==> config.mk <==
export PLATFORM = sky130hd
export DESIGN_NAME = mem_traffic_gen
export DESIGN_NICKNAME = d
export VERILOG_FILES = /design/src/rtl/mtg_pkg.sv /design/src/rtl/mtg_lfsr.sv /design/src/rtl/mtg_addr_gen.sv /design/src/rtl/mtg_rd_check.sv /design/src/rtl/mem_traffic_gen.sv
export SDC_FILE = /design/constraint.sdc
export NUM_CORES = 1
export LEC_CHECK = 0
export ABC_CLOCK_PERIOD_IN_PS = 3900
export BUFFER_PORTS_ARGS = -buffer_cell sky130_fd_sc_hd__buf_2
export CAP_MARGIN = 0
export CORE_MARGIN = 4
export CORE_UTILIZATION = 60
export DETAILED_ROUTE_END_ITERATION = 8
export PLACE_DENSITY = 0.86
export SKIP_CTS_REPAIR_TIMING = 1
export SLEW_MARGIN = 20
export SYNTH_ARGS = -nofsm -noshare
export SYNTH_HDL_FRONTEND = slang
export SYNTH_SLANG_ARGS = --single-unit
==> constraint.sdc <==
create_clock -name clk_i -period 3.9 [get_ports clk_i]
set_input_delay 0.39 -clock clk_i [delete_from_list [all_inputs] [get_ports clk_i]]
set_output_delay 0.39 -clock clk_i [all_outputs]
set_load 0.03 [all_outputs]
==> src/rtl/mtg_pkg.sv <==
`timescale 1ns/1ps
package mtg_pkg;
  localparam int LFSR_W = 32;

  typedef enum logic [1:0] {
    T_SEQ  = 2'd0,
    T_PART = 2'd1,
    T_MASK = 2'd2
  } test_e;

  typedef enum logic [2:0] {
    P_SEL,
    P_CLR,
    P_WR,
    P_RD,
    P_WAIT,
    P_END
  } phase_e;
endpackage

==> src/rtl/mtg_lfsr.sv <==
`timescale 1ns/1ps
module mtg_lfsr #(
  parameter int          DATA_W = 32,
  parameter logic [31:0] SEED   = 32'h1D87_2B41
) (
  input  logic              clk_i,
  input  logic              rst_ni,
  input  logic              seed_ld_i,
  input  logic              step_i,
  output logic [DATA_W-1:0] word_o
);
  import mtg_pkg::*;

  logic [LFSR_W-1:0] state_q;
  logic              fb;

  assign fb = state_q[31] ^ state_q[21] ^ state_q[1] ^ state_q[0];

  always_ff @(posedge clk_i or negedge rst_ni) begin
    if (!rst_ni)        state_q <= SEED;
    else if (seed_ld_i) state_q <= SEED;
    else if (step_i)    state_q <= {state_q[LFSR_W-2:0], fb};
  end

  // replicate state across the data width
  for (genvar g = 0; g < DATA_W; g++) begin : g_fill
    assign word_o[g] = state_q[g % LFSR_W];
  end
endmodule

==> src/rtl/mtg_addr_gen.sv <==
`timescale 1ns/1ps
module mtg_addr_gen #(
  parameter int ROW_W  = 3,
  parameter int BANK_W = 2,
  parameter int COL_W  = 4
) (
  input  logic              clk_i,
  input  logic              rst_ni,
  input  logic              clr_i,
  input  logic              step_i,
  input  logic [ROW_W:0]    row_lim_i,
  input  logic [BANK_W:0]   bank_lim_i,
  input  logic [COL_W:0]    col_lim_i,
  output logic [ROW_W-1:0]  row_o,
  output logic [BANK_W-1:0] bank_o,
  output logic [COL_W-1:0]  col_o
);
  localparam logic [ROW_W:0]  ROW_ONE  = 1;
  localparam logic [BANK_W:0] BANK_ONE = 1;
  localparam logic [COL_W:0]  COL_ONE  = 1;

  logic [ROW_W-1:0]  row_q;
  logic [BANK_W-1:0] bank_q;
  logic [COL_W-1:0]  col_q;
  logic row_last, bank_last, col_last;

  assign row_last  = ({1'b0, row_q}  == row_lim_i  - ROW_ONE);
  assign bank_last = ({1'b0, bank_q} == bank_lim_i - BANK_ONE);
  assign col_last  = ({1'b0, col_q}  == col_lim_i  - COL_ONE);

  always_ff @(posedge clk_i or negedge rst_ni) begin
    if (!rst_ni) begin
      row_q  <= '0;
      bank_q <= '0;
      col_q  <= '0;
    end else if (clr_i) begin
      row_q  <= '0;
      bank_q <= '0;
      col_q  <= '0;
    end else if (step_i) begin
      if (!col_last) begin
        col_q <= col_q + 1'b1;
      end else begin
        col_q <= '0;
        if (!bank_last) begin
          bank_q <= bank_q + 1'b1;
        end else begin
          bank_q <= '0;
          row_q  <= row_last ? '0 : row_q + 1'b1;
        end
      end
    end
  end

  assign row_o  = row_q;
  assign bank_o = bank_q;
  assign col_o  = col_q;
endmodule

==> src/rtl/mtg_rd_check.sv <==
`timescale 1ns/1ps
module mtg_rd_check #(
  parameter int DATA_W = 32,
  parameter int BE_W   = 4,
  parameter int LANE_W = 2
) (
  input  logic              valid_i,
  input  logic              mask_mode_i,
  input  logic [LANE_W-1:0] lane_i,
  input  logic [DATA_W-1:0] word_i,
  input  logic [DATA_W-1:0] rdata_i,
  output logic              mismatch_o
);
  logic [DATA_W-1:0] expect_w;

  // in lane mode only the written lane keeps data, the rest were cleared
  for (genvar g = 0; g < BE_W; g++) begin : g_lane
    assign expect_w[8*g +: 8] = (!mask_mode_i || lane_i == LANE_W'(g)) ? word_i[8*g +: 8] : 8'h00;
  end

  assign mismatch_o = valid_i && (rdata_i != expect_w);
endmodule

==> src/rtl/mem_traffic_gen.sv <==
`timescale 1ns/1ps
module mem_traffic_gen #(
  parameter int          ROW_W       = 3,
  parameter int          BANK_W      = 2,
  parameter int          COL_W       = 4,
  parameter int          MAX_ROW     = 2,
  parameter int          MAX_BANK    = 2,
  parameter int          MAX_COL     = 4,
  parameter int          DATA_W      = 32,
  parameter int          SIZE_W      = 3,
  parameter int          LOCAL_BURST = 2,
  parameter int          PART_WORDS  = 4,
  parameter int          MASK_WORDS  = 6,
  parameter int          CNT_W       = 16,
  parameter logic [31:0] SEED        = 32'h1D87_2B41
) (
  input  logic                            clk_i,
  input  logic                            rst_ni,
  input  logic                            seq_en_i,
  input  logic                            part_en_i,
  input  logic                            mask_en_i,
  input  logic                            ready_i,
  input  logic [DATA_W-1:0]               rdata_i,
  input  logic                            rdata_valid_i,
  output logic                            wr_o,
  output logic                            rd_o,
  output logic [ROW_W-1:0]                row_o,
  output logic [BANK_W-1:0]               bank_o,
  output logic [COL_W-1:0]                col_o,
  output logic [SIZE_W-1:0]               size_o,
  output logic [DATA_W-1:0]               wdata_o,
  output logic [DATA_W/8-1:0]             be_o,
  output logic                            fail_o,
  output logic [ROW_W+BANK_W+COL_W-1:0]   fail_addr_o,
  output logic [2:0]                      test_err_o,
  output logic [CNT_W-1:0]                pass_cnt_o
);
  import mtg_pkg::*;

  localparam int  BE_W    = DATA_W / 8;
  localparam int  LANE_W  = (BE_W > 1) ? $clog2(BE_W) : 1;
  localparam int  ADDR_W  = ROW_W + BANK_W + COL_W;
  localparam int  N_SEQ   = MAX_ROW * MAX_BANK * MAX_COL;
  localparam int  N_PM    = (PART_WORDS > MASK_WORDS) ? PART_WORDS : MASK_WORDS;
  localparam int  N_MAX   = (N_SEQ > N_PM) ? N_SEQ : N_PM;
  localparam int  IDX_W   = $clog2(N_MAX + 1);
  localparam bit  PART_OK = (LOCAL_BURST == 2);
  localparam logic [IDX_W-1:0]  IDX_ONE = 1;
  localparam logic [SIZE_W-1:0] SZ_FULL = SIZE_W'(LOCAL_BURST);
  localparam logic [SIZE_W-1:0] SZ_PART = SIZE_W'(1);
  localparam logic [BE_W-1:0]   BE_ONE  = 1;

  test_e  test_q;
  phase_e phase_q;

  logic [IDX_W-1:0]  req_idx_q, ret_idx_q, n_words;
  logic              loop_err_q, fail_q;
  logic [ADDR_W-1:0] fail_addr_q;
  logic [2:0]        test_err_q;
  logic [CNT_W-1:0]  pass_cnt_q;

  logic [ROW_W:0]    row_lim;
  logic [BANK_W:0]   bank_lim;
  logic [COL_W:0]    col_lim;
  logic [2:0]        en_vec;

  logic              is_wr, is_rd, accept, last_req, last_ret, ret_valid, mismatch;
  logic              lfsr_ld, lfsr_step, sel_phase;
  logic [DATA_W-1:0] lfsr_word;
  logic [ROW_W-1:0]  ret_row;
  logic [BANK_W-1:0] ret_bank;
  logic [COL_W-1:0]  ret_col;

  assign en_vec = {mask_en_i, part_en_i && PART_OK, seq_en_i};

  always_comb begin
    unique case (test_q)
      T_SEQ: begin
        n_words  = IDX_W'(N_SEQ);
        row_lim  = (ROW_W+1)'(MAX_ROW);
        bank_lim = (BANK_W+1)'(MAX_BANK);
        col_lim  = (COL_W+1)'(MAX_COL);
      end
      T_PART: begin
        n_words  = IDX_W'(PART_WORDS);
        row_lim  = (ROW_W+1)'(1);
        bank_lim = (BANK_W+1)'(1);
        col_lim  = (COL_W+1)'(PART_WORDS);
      end
      default: begin
        n_words  = IDX_W'(MASK_WORDS);
        row_lim  = (ROW_W+1)'(1);
        bank_lim = (BANK_W+1)'(1);
        col_lim  = (COL_W+1)'(MASK_WORDS);
      end
    endcase
  end

  assign sel_phase = (phase_q == P_SEL);
  assign is_wr     = (phase_q == P_CLR) || (phase_q == P_WR);
  assign is_rd     = (phase_q == P_RD);
  assign accept    = (is_wr || is_rd) && ready_i;
  assign last_req  = (req_idx_q == n_words - IDX_ONE);
  assign last_ret  = (ret_idx_q == n_words - IDX_ONE);
  assign ret_valid = rdata_valid_i && ((phase_q == P_RD) || (phase_q == P_WAIT));

  // reseed before each write pass and before each read-back
  assign lfsr_ld   = sel_phase || (phase_q == P_CLR) ||
                     ((phase_q == P_WR) && accept && last_req);
  assign lfsr_step = ((phase_q == P_WR) && accept) || ret_valid;

  mtg_lfsr #(.DATA_W(DATA_W), .SEED(SEED)) u_lfsr (
    .clk_i    (clk_i),
    .rst_ni   (rst_ni),
    .seed_ld_i(lfsr_ld),
    .step_i   (lfsr_step),
    .word_o   (lfsr_word)
  );

  mtg_addr_gen #(.ROW_W(ROW_W), .BANK_W(BANK_W), .COL_W(COL_W)) u_req_addr (
    .clk_i     (clk_i),
    .rst_ni    (rst_ni),
    .clr_i     (sel_phase),
    .step_i    (accept),
    .row_lim_i (row_lim),
    .bank_lim_i(bank_lim),
    .col_lim_i (col_lim),
    .row_o     (row_o),
    .bank_o    (bank_o),
    .col_o     (col_o)
  );

  mtg_addr_gen #(.ROW_W(ROW_W), .BANK_W(BANK_W), .COL_W(COL_W)) u_ret_addr (
    .clk_i     (clk_i),
    .rst_ni    (rst_ni),
    .clr_i     (sel_phase),
    .step_i    (ret_valid),
    .row_lim_i (row_lim),
    .bank_lim_i(bank_lim),
    .col_lim_i (col_lim),
    .row_o     (ret_row),
    .bank_o    (ret_bank),
    .col_o     (ret_col)
  );

  mtg_rd_check #(.DATA_W(DATA_W), .BE_W(BE_W), .LANE_W(LANE_W)) u_rd_check (
    .valid_i    (ret_valid),
    .mask_mode_i(test_q == T_MASK),
    .lane_i     (ret_idx_q[LANE_W-1:0]),
    .word_i     (lfsr_word),
    .rdata_i    (rdata_i),
    .mismatch_o (mismatch)
  );

  always_ff @(posedge clk_i or negedge rst_ni) begin
    if (!rst_ni) begin
      test_q    <= T_SEQ;
      phase_q   <= P_SEL;
      req_idx_q <= '0;
      ret_idx_q <= '0;
    end else begin
      if (sel_phase || (accept && last_req)) req_idx_q <= '0;
      else if (accept)                       req_idx_q <= req_idx_q + IDX_ONE;

      if (sel_phase || (ret_valid && last_ret)) ret_idx_q <= '0;
      else if (ret_valid)                       ret_idx_q <= ret_idx_q + IDX_ONE;

      unique case (phase_q)
        P_SEL: begin
          if (en_vec[test_q]) begin
            phase_q <= (test_q == T_MASK) ? P_CLR : P_WR;
          end else if (test_q == T_MASK) begin
            phase_q <= P_END;
          end else begin
            test_q <= test_e'(test_q + 2'd1);
          end
        end
        P_CLR: if (accept && last_req) phase_q <= P_WR;
        P_WR:  if (accept && last_req) phase_q <= P_RD;
        P_RD, P_WAIT: begin
          if (ret_valid && last_ret) begin
            if (test_q == T_MASK) begin
              phase_q <= P_END;
            end else begin
              test_q  <= test_e'(test_q + 2'd1);
              phase_q <= P_SEL;
            end
          end else if (phase_q == P_RD && accept && last_req) begin
            phase_q <= P_WAIT;
          end
        end
        default: begin
          test_q  <= T_SEQ;
          phase_q <= P_SEL;
        end
      endcase
    end
  end

  always_ff @(posedge clk_i or negedge rst_ni) begin
    if (!rst_ni) begin
      loop_err_q  <= 1'b0;
      fail_q      <= 1'b0;
      fail_addr_q <= '0;
      test_err_q  <= '0;
      pass_cnt_q  <= '0;
    end else begin
      if (mismatch) begin
        loop_err_q         <= 1'b1;
        fail_q             <= 1'b1;
        test_err_q[test_q] <= 1'b1;
        if (!fail_q) fail_addr_q <= {ret_row, ret_bank, ret_col};
      end
      if (phase_q == P_END) begin
        loop_err_q <= 1'b0;
        if (!loop_err_q) pass_cnt_q <= pass_cnt_q + 1'b1;
      end
    end
  end

  assign wr_o        = is_wr;
  assign rd_o        = is_rd;
  assign size_o      = (test_q == T_PART) ? SZ_PART : SZ_FULL;
  assign wdata_o     = (phase_q == P_CLR) ? '0 : lfsr_word;
  assign be_o        = ((phase_q == P_WR) && (test_q == T_MASK)) ?
                       (BE_ONE << req_idx_q[LANE_W-1:0]) : '1;
  assign fail_o      = fail_q;
  assign fail_addr_o = fail_addr_q;
  assign test_err_o  = test_err_q;
  assign pass_cnt_o  = pass_cnt_q;
endmodule

==> flow_metrics.env <==
export IMPL_clk_pin_slew_ns=0.10
export IMPL_drt_iter0_markers=291
export IMPL_routabilityCongestion=0.8719
export IMPL_clockBufferDepth=2
export IMPL_p_leak_nw=3.127
export IMPL_synth_common_cells="86 x nand2_1, 81 x dfrtp_1, 70 x nor2_1"
export IMPL_worst_clock_skew_ns=0.009675
export IMPL_grt_max_degree=72
export IMPL_syn_area_per_cell_um2=9.059
export IMPL_numPortBuffers=116
export IMPL_status="completed"
export IMPL_worstSetupEndpointType="flop"
export IMPL_startpoint_type="flop"
export IMPL_antenna_found_initial=0
export IMPL_grt_pass1_wl_um=23900
export IMPL_critPathKind="reg2reg"
export IMPL_vias=5132
export IMPL_io_pins=118
export IMPL_syn_inst=636
export IMPL_drc=0
export IMPL_grt_pass1_vias=5067
export IMPL_synth_area_leaders="dfrtp_1 35%, dfstp_2 6.4%, nand2_1 5.6%"
export IMPL_coreArea_mm2=0.009284
export IMPL_grt_use_total_pct=25.90
export IMPL_worst_pin_slew_ns=0.8574
export IMPL_final_cells=875
export IMPL_powerDensity_mw_per_mm2=801.4
export IMPL_ant_nets=0
export IMPL_final_util_pct=71.28
export IMPL_slew_violations=0
export IMPL_initial_core_util_pct=62.06
export IMPL_hold_path_class="in2async"
export IMPL_worst_hold_slack_ns=0.1390
export IMPL_wl_per_cell_um=16.22
export IMPL_die_h_um=106.0
export IMPL_numCtsBuffers=9
export IMPL_rsz0062_at_grt="no"
export IMPL_setup_viol=0
export IMPL_layout_nets=798
export IMPL_syn_nets=694
export IMPL_synth_ff_type="dfrtp_1"
export IMPL_relSlewSlack_pct=42.84
export IMPL_num_rows=35
export IMPL_max_cap_violations=0
export IMPL_clkLatencyLatePin_ns=0.36
export IMPL_cts_root_buf="clkbuf_8"
export IMPL_crit_arrival_ns=3.21
export IMPL_fmax_mhz=338.4
export IMPL_yosys_area_top_type="dfrtp_1"
export IMPL_drive_above_1_share_pct=23.76
export IMPL_synth_area_mm2=0.005762
export IMPL_gr_total_overflow=0
export IMPL_seq_area_frac_synth_pct=41.56
export IMPL_area_delta_synth_final_pct=14.85
export IMPL_first_pass_iters=6
export IMPL_path_max_fanout=13
export IMPL_cts_htree_levels=3
export IMPL_avgViaCountPerCell=5.865
export IMPL_hold_viol=0
export IMPL_finalPower_w=0.005303
export IMPL_dp_cells=858
export IMPL_synth_top_area_share_pct=35.18
export IMPL_crit_required_ns=4.15
export IMPL_tritoncts="yes"
export IMPL_finalCritPeriodShare_pct=75.78
export IMPL_ys_ff_latch=95
export IMPL_final_setup_tns_ns=0
export IMPL_r2r_slack_ns=0.94
export IMPL_yosysWarnings=0
export IMPL_irDropWorstVdd_mv=0.5124
export IMPL_wl_um=14190
export IMPL_synth_edf_count=0
export IMPL_die_w_um=106.0
export IMPL_period_needed_ns=2.955
export IMPL_dieArea_mm2=0.01123
export IMPL_synth_async_reset_ratio_pct=100.0
export IMPL_fillCellCount=724
export IMPL_yosysMostFrequentCell="nand2_1"
export IMPL_hpwl_um=10430
export IMPL_cts_num_sinks=95
export IMPL_synth_distinct_cells=63
==> cell families (layout without fill, tap and decap cells) <==
kind of cell               Yosys count  after routing  share of synthesized area [%]
AOI/OAI and AO/OA                  129            129                          14.83
xor gates and xnor gates            56             56                          8.512
adders and majority gates           19             19                          4.126
buffers and inverters               44            153                          3.388
DFF                                 95             95                          41.56
muxes                               15             15                          2.845
other                                1              2                        0.06508
and+or+nand+nor                    277            277                          24.67
==> flip-flops by register name, indices dropped and copies added (netlist names), 4 cells and up <==
register          cells
u_req_addr.col_o      4
req_idx_q             5
u_lfsr.word_o        32
pass_cnt_o           16
u_ret_addr.col_o      4
ret_idx_q             5
fail_addr_o           9
==> critical path, cell delays in order, from the launching register on <==
cell	delay (ns)
dfrtp_1	0.61
ha_1	0.52
and2b_1	0.35
nor2_1	0.09
o32ai_1	0.24
nand4_1	0.21
nor4_4	0.29
a21oi_1	0.21
or2_2	0.31
==> cell usage in the layout, fill, tap and decap left out, drive strengths merged, types with 6 or more instances in the layout <==
cell type / netlist / routed
a21oi: 21 / 21
clkbuf: 18 / 11
nand3: 16 / 16
mux2: 11 / 11
a31oi: 15 / 15
dfrtp: 81 / 81
nor2b: 40 / 40
nor2: 71 / 71
dfstp: 14 / 14
nand2: 86 / 86
nand2b: 8 / 8
inv: 15 / 16
ha: 19 / 19
nor3: 6 / 6
nand4: 8 / 8
buf: 11 / 122
xnor2: 31 / 31
o32ai: 13 / 13
nor4bb: 13 / 13
xor2: 25 / 25
o21ai: 47 / 47
==> stage by stage <==
| stage | instance area [µm²] | setup WS, ns |
|---|---|---|
| after floorplan | 5762 | 1.392 |
| after global routing | 6615 | 0.8014 |
| final | 6618 | 0.9448 |
| after CTS | 6615 | 0.9431 |
| after global placement | 6424 | 1.167 |
| after detailed placement | 6424 | 1.002 |
==> cell type report <==
class / instances / area (µm²) / share of cell area, %
diodes: 1 / 2.502 / 0.03781
flip-flops and latches: 95 / 2395 / 36.19
inverters: 15 / 56.30 / 0.8508
well taps: 129 / 161.4 / 2.439
multi-input cells: 497 / 3183 / 48.10
clock inverters: 5 / 40.04 / 0.6050
clock buffers: 11 / 151.4 / 2.288
repair buffers: 122 / 628.1 / 9.491
==> power breakdown <==
part	leakage [nW]	internal, W	switching [W]
registers	1.21	0.00135	0.000486
clock network	0.0935	0.000271	0.000361
logic	1.82	0.00102	0.00182
==> final timing paths <==
check,depth (start not counted),start,end
max,8,test_q[1],fail_o
min in group clk_i,1,test_err_o[2],test_err_o[2]
max reg2reg,8,test_q[1],fail_o
min,1,rst_ni,fail_addr_o[8]
min reg2reg,1,test_err_o[2],test_err_o[2]
max in group asynchronous,2,rst_ni,u_lfsr.word_o[6]
==> metal layers <==
metal | part of all wire (%) | up-vias | track usage [%]
met4 | 1.3 | 0 | 7.586
met3 | 8.0 | 21 | 6.011
met2 | 50 | 240 | 43.94
met1 | 41 | 2462 | 33.19
li1 | - | 2409 | -
met5 | 0 | - | 0
No activity file was read; power rests on OpenSTA's default activity.
